===== src/rtl/ssm_pkg.sv =====
package ssm_pkg;

    localparam int AMP_W = 10;
    localparam int LOG_W = 4;

    typedef enum logic [1:0] {
        LVL_LOW  = 2'd0,
        LVL_HIGH = 2'd1,
        LVL_MID  = 2'd2
    } lvl_t;

    typedef enum logic [1:0] {
        SPR_OFF    = 2'd0,
        SPR_CENTER = 2'd1,
        SPR_DOWN   = 2'd2
    } spr_t;

    typedef struct packed {
        spr_t       mode;
        logic [1:0] idx;
    } sel_t;

    typedef struct packed {
        spr_t             mode;
        logic [AMP_W-1:0] amp;
        logic [LOG_W-1:0] dr_log;
    } prof_cfg_t;

    // Two-bit pin code to level; both upper codes read as middle.
    function automatic lvl_t to_lvl(input logic [1:0] code);
        case (code)
            2'b00:   return LVL_LOW;
            2'b01:   return LVL_HIGH;
            default: return LVL_MID;
        endcase
    endfunction

    function automatic logic [1:0] range_step(input lvl_t l);
        case (l)
            LVL_LOW:  return 2'd0;
            LVL_HIGH: return 2'd1;
            default:  return 2'd2;
        endcase
    endfunction

    // Nine-way decode of the two spread controls.
    function automatic sel_t decode_sel(input lvl_t a, input lvl_t b);
        sel_t s;
        case ({a, b})
            {LVL_LOW,  LVL_LOW }: s = '{SPR_CENTER, 2'd0};
            {LVL_LOW,  LVL_MID }: s = '{SPR_CENTER, 2'd1};
            {LVL_LOW,  LVL_HIGH}: s = '{SPR_CENTER, 2'd2};
            {LVL_MID,  LVL_LOW }: s = '{SPR_CENTER, 2'd3};
            {LVL_HIGH, LVL_HIGH}: s = '{SPR_DOWN,   2'd0};
            {LVL_HIGH, LVL_LOW }: s = '{SPR_DOWN,   2'd1};
            {LVL_MID,  LVL_HIGH}: s = '{SPR_DOWN,   2'd2};
            {LVL_HIGH, LVL_MID }: s = '{SPR_DOWN,   2'd3};
            default:              s = '{SPR_OFF,    2'd0};
        endcase
        return s;
    endfunction

    function automatic logic [AMP_W-1:0] center_amp(input logic [1:0] idx,
                                                     input logic [1:0] sb);
        case ({idx, sb})
            4'h0: return AMP_W'(140);
            4'h1: return AMP_W'(130);
            4'h2: return AMP_W'(120);
            4'h3: return AMP_W'(110);
            4'h4: return AMP_W'(120);
            4'h5: return AMP_W'(110);
            4'h6: return AMP_W'(90);
            4'h7: return AMP_W'(90);
            4'h8: return AMP_W'(60);
            4'h9: return AMP_W'(50);
            4'hA: return AMP_W'(50);
            4'hB: return AMP_W'(40);
            4'hC: return AMP_W'(50);
            4'hD: return AMP_W'(40);
            4'hE: return AMP_W'(40);
            default: return AMP_W'(30);
        endcase
    endfunction

    function automatic logic [AMP_W-1:0] down_amp(input logic [1:0] idx,
                                                   input logic [1:0] sb);
        case ({idx, sb})
            4'h0: return AMP_W'(300);
            4'h1: return AMP_W'(270);
            4'h2: return AMP_W'(250);
            4'h3: return AMP_W'(230);
            4'h4: return AMP_W'(220);
            4'h5: return AMP_W'(190);
            4'h6: return AMP_W'(180);
            4'h7: return AMP_W'(170);
            4'h8: return AMP_W'(190);
            4'h9: return AMP_W'(170);
            4'hA: return AMP_W'(150);
            4'hB: return AMP_W'(140);
            4'hC: return AMP_W'(70);
            4'hD: return AMP_W'(60);
            4'hE: return AMP_W'(60);
            default: return AMP_W'(50);
        endcase
    endfunction

endpackage


===== src/rtl/ssm_ctrl.sv =====
module ssm_ctrl
    import ssm_pkg::*;
#(
    parameter int DR_LOG_BASE = 7
) (
    input  logic       clk,
    input  logic       rst,
    input  logic       load,
    input  logic [1:0] spread_a,
    input  logic [1:0] spread_b,
    input  logic [1:0] range_code,
    input  logic [1:0] band,
    output prof_cfg_t  cfg_q
);

    sel_t      sel;
    prof_cfg_t cfg_d;

    always_comb begin
        sel         = decode_sel(to_lvl(spread_a), to_lvl(spread_b));
        cfg_d.mode  = sel.mode;
        case (sel.mode)
            SPR_CENTER: cfg_d.amp = center_amp(sel.idx, band);
            SPR_DOWN:   cfg_d.amp = down_amp(sel.idx, band);
            default:    cfg_d.amp = '0;
        endcase
        cfg_d.dr_log = LOG_W'(DR_LOG_BASE) + LOG_W'(range_step(to_lvl(range_code)));
    end

    // Capture only at reset or in the final cycle of a period.
    always_ff @(posedge clk) begin
        if (rst || load) begin
            cfg_q <= cfg_d;
        end
    end


    cfg_hold_chk: assert property (@(posedge clk) disable iff (rst)
        !load |=> $stable(cfg_q));

endmodule


===== src/rtl/ssm_phase.sv =====
module ssm_phase
    import ssm_pkg::*;
#(
    parameter int PH_W = 10
) (
    input  logic             clk,
    input  logic             rst,
    input  logic [LOG_W-1:0] dr_log,
    output logic [PH_W-1:0]  phase,
    output logic             wrap
);

    logic [PH_W-1:0] last;

    always_comb begin
        last = (PH_W'(1) << dr_log) - PH_W'(1);
        wrap = (phase == last);
    end

    always_ff @(posedge clk) begin
        if (rst || wrap) begin
            phase <= '0;
        end else begin
            phase <= phase + PH_W'(1);
        end
    end


    phase_range_chk: assert property (@(posedge clk) disable iff (rst)
        phase <= last);

endmodule


===== src/rtl/ssm_shape.sv =====
module ssm_shape
    import ssm_pkg::*;
#(
    parameter int PH_W  = 10,
    parameter int OFF_W = 16
) (
    input  logic                    clk,
    input  logic                    rst,
    input  logic [PH_W-1:0]         phase,
    input  prof_cfg_t               cfg,
    output logic signed [OFF_W-1:0] off_q,
    output logic                    stb_q
);

    localparam int SCL_W  = AMP_W + 1;
    localparam int PROD_W = SCL_W + PH_W;

    logic [LOG_W-1:0]         half_log;
    logic [PH_W-1:0]          dr_len;
    logic [PH_W-1:0]          half_len;
    logic [PH_W-1:0]          tri_v;
    logic [SCL_W-1:0]         scale;
    logic [PROD_W-1:0]        prod;
    logic [PROD_W-1:0]        ramp;
    logic signed [OFF_W-1:0]  level;
    spr_t                     mode_q;
    logic [AMP_W-1:0]         amp_q;
    logic signed [OFF_W-1:0]  amp_s;

    always_comb begin
        half_log = cfg.dr_log - LOG_W'(1);
        dr_len   = PH_W'(1) << cfg.dr_log;
        half_len = PH_W'(1) << half_log;
        tri_v    = (phase < half_len) ? phase : (dr_len - phase);
        scale    = (cfg.mode == SPR_CENTER) ? {cfg.amp, 1'b0} : {1'b0, cfg.amp};
        prod     = PROD_W'(scale) * PROD_W'(tri_v);
        ramp     = prod >> half_log;
        if (cfg.mode == SPR_OFF) begin
            level = '0;
        end else begin
            level = OFF_W'(ramp) - OFF_W'(cfg.amp);
        end
    end

    always_ff @(posedge clk) begin
        if (rst) begin
            off_q  <= '0;
            stb_q  <= 1'b0;
            mode_q <= SPR_OFF;
            amp_q  <= '0;
        end else begin
            off_q  <= level;
            stb_q  <= (phase == '0);
            mode_q <= cfg.mode;
            amp_q  <= cfg.amp;
        end
    end

    assign amp_s = OFF_W'(amp_q);


    nospread_zero_chk: assert property (@(posedge clk) disable iff (rst)
        (mode_q == SPR_OFF) |-> (off_q == '0));


    center_bound_chk: assert property (@(posedge clk) disable iff (rst)
        (mode_q == SPR_CENTER) |-> (off_q >= -amp_s && off_q <= amp_s));


    down_bound_chk: assert property (@(posedge clk) disable iff (rst)
        (mode_q == SPR_DOWN) |-> (off_q >= -amp_s && off_q <= 0));


    start_at_min_chk: assert property (@(posedge clk) disable iff (rst)
        (stb_q && mode_q != SPR_OFF) |-> (off_q == -amp_s));


    strobe_pulse_chk: assert property (@(posedge clk) disable iff (rst)
        stb_q |=> !stb_q);

endmodule


===== src/rtl/ssm_gen.sv =====
module ssm_gen
    import ssm_pkg::*;
#(
    parameter int OFF_W       = 16,
    parameter int DR_LOG_BASE = 7
) (
    input  logic                    clk,
    input  logic                    rst,
    input  logic [1:0]              spread_a,
    input  logic [1:0]              spread_b,
    input  logic [1:0]              range_code,
    input  logic [1:0]              band,
    output logic signed [OFF_W-1:0] offset,
    output logic                    period_start
);

    localparam int PH_W = DR_LOG_BASE + 3;

    prof_cfg_t       cfg;
    logic [PH_W-1:0] phase;
    logic            wrap;

    ssm_ctrl #(.DR_LOG_BASE(DR_LOG_BASE)) u_ctrl (
        .clk        (clk),
        .rst        (rst),
        .load       (wrap),
        .spread_a   (spread_a),
        .spread_b   (spread_b),
        .range_code (range_code),
        .band       (band),
        .cfg_q      (cfg)
    );

    ssm_phase #(.PH_W(PH_W)) u_phase (
        .clk    (clk),
        .rst    (rst),
        .dr_log (cfg.dr_log),
        .phase  (phase),
        .wrap   (wrap)
    );

    ssm_shape #(.PH_W(PH_W), .OFF_W(OFF_W)) u_shape (
        .clk   (clk),
        .rst   (rst),
        .phase (phase),
        .cfg   (cfg),
        .off_q (offset),
        .stb_q (period_start)
    );


    reset_clear_chk: assert property (@(posedge clk)
        rst |=> (offset == '0 && !period_start));

endmodule


===== config.mk =====
export PLATFORM = sky130hd
export DESIGN_NAME = ssm_gen
export DESIGN_NICKNAME = d
export VERILOG_FILES = /design/src/rtl/ssm_pkg.sv /design/src/rtl/ssm_ctrl.sv /design/src/rtl/ssm_phase.sv /design/src/rtl/ssm_shape.sv /design/src/rtl/ssm_gen.sv
export SDC_FILE = /design/constraint.sdc
export NUM_CORES = 1
export LEC_CHECK = 0
export ABC_CLOCK_PERIOD_IN_PS = 22400
export CAP_MARGIN = 5
export CORE_MARGIN = 3
export CORE_UTILIZATION = 25
export CTS_BUF_LIST = sky130_fd_sc_hd__clkbuf_2 sky130_fd_sc_hd__clkbuf_4 sky130_fd_sc_hd__clkbuf_8
export DETAILED_ROUTE_END_ITERATION = 8
export GPL_TIMING_DRIVEN = 1
export HOLD_SLACK_MARGIN = 0.06
export MAX_ROUTING_LAYER = met4
export PLACE_DENSITY = 0.44
export SLEW_MARGIN = 20
export SYNTH_ARGS = -nofsm -noshare
export SYNTH_HDL_FRONTEND = slang
export SYNTH_SLANG_ARGS = --single-unit

===== constraint.sdc =====
create_clock -name clk -period 22.4 [get_ports clk]
set_input_delay 6.72 -clock clk [delete_from_list [all_inputs] [get_ports clk]]
set_output_delay 6.72 -clock clk [all_outputs]
set_load 0.01 [all_outputs]

## Word-level counts from Yosys, hierarchy flattened

Memory sizes are Yosys's and may differ from the RTL's.
Cells that the tools add are included.

- Bits of input ports: 10
- Bits in registers: 43
- Memories: 3
- Logic and storage cells: 43
- Bits in read-only memories: 304
- Output and inout port bits: 17

- $add $sub $neg: 6
- Magnitude comparators: 1
- Shift operators: 3
- Equal/unequal tests: 8
- Reduce and logical (&&, ||, !) cells: 8
- Multiplexer cells: 7
- $mul: 1

Memories:

| name | depth | bits a word | read ports | clocked after memory_dff | wr ports | RTL line | text |
|---|---|---|---|---|---|---|---|
| (name not given) | 16 | 8 | 1 | 0 | 0 | ssm_pkg.sv:87 | `case ({idx, sb})` |
| (name not given) | 16 | 7 | 1 | 0 | 0 | ssm_pkg.sv:65 | `case ({idx, sb})` |
| (name not given) | 16 | 4 | 1 | 0 | 0 | ssm_pkg.sv:49 | `case ({a, b})` |

Operators with widths:

| cell | number |
|---|---|
| multiplier 11 x 10 -> 21 bit | 1 |
| >> shifter 21 x 4 -> 16 bit | 1 |
| case mux 10 bit (2 select lines) | 1 |
| << shifter 1 x 4 -> 10 bit, first input constant | 2 |
| case mux 2 bit (2 select lines) | 4 |
| subtractor 16 x 10 -> 16 bit | 1 |
| equality test 2 x 1 -> 1 bit, second input constant | 6 |
| 2-to-1 mux 11 bit | 1 |
| adder 10 x 1 -> 10 bit, second input constant | 1 |
| equality test 10 bit | 1 |
| logical NOT 10 bit | 1 |
| logical NOT 2 bit | 5 |
| less-than comparator 10 bit | 1 |
| 2-to-1 mux 10 bit | 1 |
| subtractor 10 bit | 1 |
| subtractor 10 x 2 -> 10 bit, second input constant | 1 |
| adder 3 x 2 -> 4 bit, first input constant | 1 |
| subtractor 4 x 1 -> 4 bit, second input constant | 1 |
| equality test 2 bit, second input constant | 1 |
| OR reduction 2 bit | 1 |
| logical OR 1 bit | 1 |

## Depth between registers and ports, before layout

- Depth in word-level cells: 7
- Depth in mapped cells: 54
- Mapped depth without buffers: 51

## By module

From an unflattened synthesis, not the netlist that was laid out.

- Cell total of the unflattened synthesis: 1,079
- Area, all modules: 8,600.7 sq um

By module, submodules not included:

| module | seq. area each (sq um) | cells an instance | times used | area each (sq um) |
|---|---|---|---|---|
| ssm_shape | 340.3 | 861 | 1 | 6,675.2 |
| ssm_ctrl | 390.4 | 114 | 1 | 1,029.7 |
| ssm_phase | 200.2 | 104 | 1 | 895.9 |

## Least setup slack after synthesis

OpenSTA, ideal clock, no wires.

- Path type: register to register
- Start point: reg u_ctrl.cfg_q[0] in the netlist's numbering
- End point: reg u_shape.off_q[15]
- Arrival time: 10.777 ns
- Data required time: 22.268 ns
- Cell stages (with the launch flop): 49
- Path buffers: 5
- Slack: 11.490 ns
- Clock period less this slack: 10.910 ns
- Library setup time: 0.132 ns
- Cell sequence: edfxtp_1 inv_1 buf_1 clkbuf_1 ha_1 xor2_1 and2_1 clkbuf_1 inv_1 ha_1 a21o_1 a221o_1 a31oi_1 buf_4 buf_4 nand2_1 o31ai_1 nand2_1 [... 13 more ...] o21a_4 o32ai_4 xnor2_1 a222oi_1 o31ai_1 mux4_1 ha_1 nor2b_1 o21ai_0 a21boi_0 o21ai_0 nand2b_1 and2_1 o21ai_0 nand2b_1 nand3b_1 o311ai_1 a21oi_1

- Cells in the longest elaborated chain, start to end: 7
- Elaborated cells between the ends (all ways): 9
- Those cells by class: add/sub (3); mul (1); order compare (1); shift (3); mux (1)

RTL lines:

| element | RTL line | text |
|---|---|---|
| start, declared | ssm_ctrl.sv:13 | `output prof_cfg_t cfg_q` |
| start signal, assigned | ssm_ctrl.sv:33 | `cfg_q <= cfg_d;` |
| subtractor 4 x 1 -> 4 bit | ssm_shape.sv:31 | `half_log = cfg.dr_log - LOG_W'(1);` |
| << shifter 1 x 4 -> 10 bit | ssm_shape.sv:33 | `half_len = PH_W'(1) << half_log;` |
| less-than comparator 10 bit | ssm_shape.sv:34 | `tri_v = (phase < half_len) ? phase : (dr_len - phase);` |
| 2-to-1 mux 10 bit | ssm_shape.sv:34 |  |
| multiplier 11 x 10 -> 21 bit | ssm_shape.sv:36 | `prod = PROD_W'(scale) * PROD_W'(tri_v);` |
| >> shifter 21 x 4 -> 16 bit * | ssm_shape.sv:37 | `ramp = prod >> half_log;` |
| subtractor 16 x 10 -> 16 bit * | ssm_shape.sv:41 | `level = OFF_W'(ramp) - OFF_W'(cfg.amp);` |
| end signal, assigned | ssm_shape.sv:52 | `off_q <= level;` |
| end, declared | ssm_shape.sv:11 | `output logic signed [OFF_W-1:0] off_q,` |

Every way passes the cells marked *; elsewhere a longest branch is shown, timed or not.
A chain may end at the register's enable or synchronous reset.

## Final worst setup path

Same ends and word-level chain as after synthesis.

==> reports/results.ini <==
[yosys]
ys_warn_count=0
yosys.area_share.xor_xnor_pct=5.937
ys_ff_latch=40
async_reset_ff_share_pct=0
synth_fp_nets=1095
synth_top_family_by_area=adder cells
yosysSeqAreaShare_pct=12.20
syn_avg_cell_area_um2=8.229
synthFlopType=dfxtp_1
synth_compound_area_share_pct=17.37
synth-edff-count=13
muxShareOfSynthArea_pct=5.216
syn_inst=927
synth_cell_type_count=92
synth.cell_area_um2=7629
synth-adder-area-share_pct=31.52
yosys.area_share.simple_pct=20.93

[timing]
finalHoldViolCount=0
finalSetupViolCount=0
maxSlewHeadroom_pct=37.41
worst_slack_ns=10.52
skew_ns=0.01673
fmax_mhz=84.16
post-route-period-util_pct=53.05
drv_slew=0
min_period_ns=11.88
rsz0062_at_grt=no
fin_tns_setup_ns=0
worst_pin_slew_ns=0.9389

[placement]
port-buffer-count=26
gp_congestion=0.8388
pre_cts_slack_ns=10.18
dpl_cell_area_um2=8295
dpl.hpwl_um=17400
dp.cells=1315

[clock_network]
cts_sinks=40
worstSkewPairLatency_ns=0.32
ctsHoldBuffers=0
clk_pin_slew_ns=0.09
cts_resized=0
cts_inserted_buffers=5
htreeDepth=2
cts_tree=built
cts_max_path_buffers=2
cts_setup_buffers=0
root_buffer=clkbuf_8

[drt]
first_iter_violations=259
drcViolationCount=0
vias=6403
dr.pass1.iters=5
postRouteAntennaNets=0
wl_um=20920
via_per_inst=4.840
wl_per_cell_um=15.82

[cells_and_area]
nets=1100
nFillCells=3222
drive_above_1_share_pct=7.288
final_common_cell=nor2_1
fin_area_um2=8402
layout_common_cells=nor2_1 (131), ha_1 (101), inv_1 (95)
area_growth_pct=10.14
fin_util_pct=28.12
antenna_cells=0
final_cells=1323

[floorplanning]
die_area_um2=32650
fp.dieW_um=180.7
start_util_pct=25.54
core_um2=29870
ioPinCount=27
die-height_um=180.7
rows=63

[critical_path]
r2r_setup_slack_ns=10.52
startpoint_type=register
cp_max_fo=24
max_stage_delay_ns=0.60
crit_arrival_ns=12.06
path_buf_inv=6
required_ns=22.58
crit_slowest_cell=mux4_1
critPathTopFamily=compound AO/OA/AOI/OAI gates
critPathCaptureType=register
worstSetupPathType=register to register

[global_routing]
gr-total-overflow=0
antenna_found_initial=0
grt_pass1_wl_um=34210
grt_pass1_vias=6241
grt_max_degree=27
gr-usage-all-layers_pct=13.18

[status]
outcome=finished clean

[flow_run]
drv_cap=0

[pwr]
power.density_nw_per_um2=51.97
vdd_drop_max_v=0.00002952
p_leak_uw=0.003756

[worst_hold_path]
hold_path_class=register to register

## cell type report
type | count | area [µm²] | area share (%)
multi-input combinational | 755 | 6205 | 73.85
sequential | 40 | 930.9 | 11.08
tap | 390 | 488.0 | 5.808
inverter | 96 | 360.3 | 4.289
timing repair buffer | 34 | 320.3 | 3.812
clock buffer | 7 | 90.09 | 1.072
clock inverter | 1 | 7.507 | 0.08935
## Yosys cell counts (all sizes together), types with 4 or more instances
library cell,n,area [µm²]
o311ai,4,35.04
nor2,131,491.7
o31ai,4,30.03
or2,6,37.54
or4,4,30.03
and2,12,75.08
fa,57,1141
a21boi,4,30.02
a32oi,4,35.03
nor2b,14,87.58
and3,7,48.80
nand2,75,284.0
xor2,9,78.83
xnor2,41,374.1
ha,101,1264
inv,95,356.6
edfxtp,13,390.4
a21oi,62,359.1
o21bai,6,45.04
nand3,14,70.07
clkbuf,24,90.09
dfxtp,27,540.5
mux2i,18,180.2
o211ai,8,70.06
o21a,7,60.05
nor4,11,90.08
o21ai,37,188.9
a21o,10,75.07
mux4,5,116.4
nor3,15,75.07
a211oi,6,50.05
nand2b,22,137.6
buf,12,66.31
mux2,9,101.4
## worst register-to-register path: cells and delay by family (launching register included)
kind                     cells  cell delay [ns]
AO/OA/AOI/OAI               16             3.79
XOR/XNOR                     2             0.88
adder cells (fa/ha/maj)      9             3.73
buffers and inverters        6             0.59
flip-flops                   1             0.33
multiplexers                 1             0.60
AND/OR/NAND/NOR             11             1.84
## power by group
group / switching [µW] / internal (µW)
Sequential: 5.14 / 85.8
Combinational: 169 / 122
Clock: 28.1 / 26.3
Total: 203 / 234
## per-layer routing
metal	global-route usage (%)	vias to the layer above	share of wire [%]
li1	-	3198	-
met1	17.90	3093	48
met2	21.69	93	48
met3	0.8276	19	2.4
met4	2.917	0	1.5
met5	-	-	0
## final timing paths
kind / start / to / cells past startpoint
setup / recovery: u_ctrl.cfg_q[0] / u_shape.off_q[15] / 45
hold reg to reg: u_phase.phase[0] / u_phase.phase[0] / 1
setup reg to reg: u_ctrl.cfg_q[0] / u_shape.off_q[15] / 45
hold / removal: u_phase.phase[0] / u_phase.phase[0] / 1
## kinds of logic after synthesis
logic type | count (synthesis)
compound gates | 183
xor+xnor | 50
fa+ha+maj | 158
buf+inv | 132
flops | 40
mux | 32
other cells | 1
simple gates | 331
## registers in the layout, summed over array words and instances, names as in the netlist
register,flops
u_ctrl.cfg_q,13
u_shape.off_q,16
u_shape.stb_q,1
u_phase.phase,10
## per-stage QoR
step | power (µW) | hold slack, ns
3_3_place_gp | 388.0 | 0.5277
3_5_place_dp | 387.5 | 0.5311
6_report | 436.7 | 0.5496
4_1_cts | 445.7 | 0.5475
2_1_floorplan | 306.9 | 0.4671
5_1_grt | 485.2 | 0.5675
(Power assumes the default switching activity.)
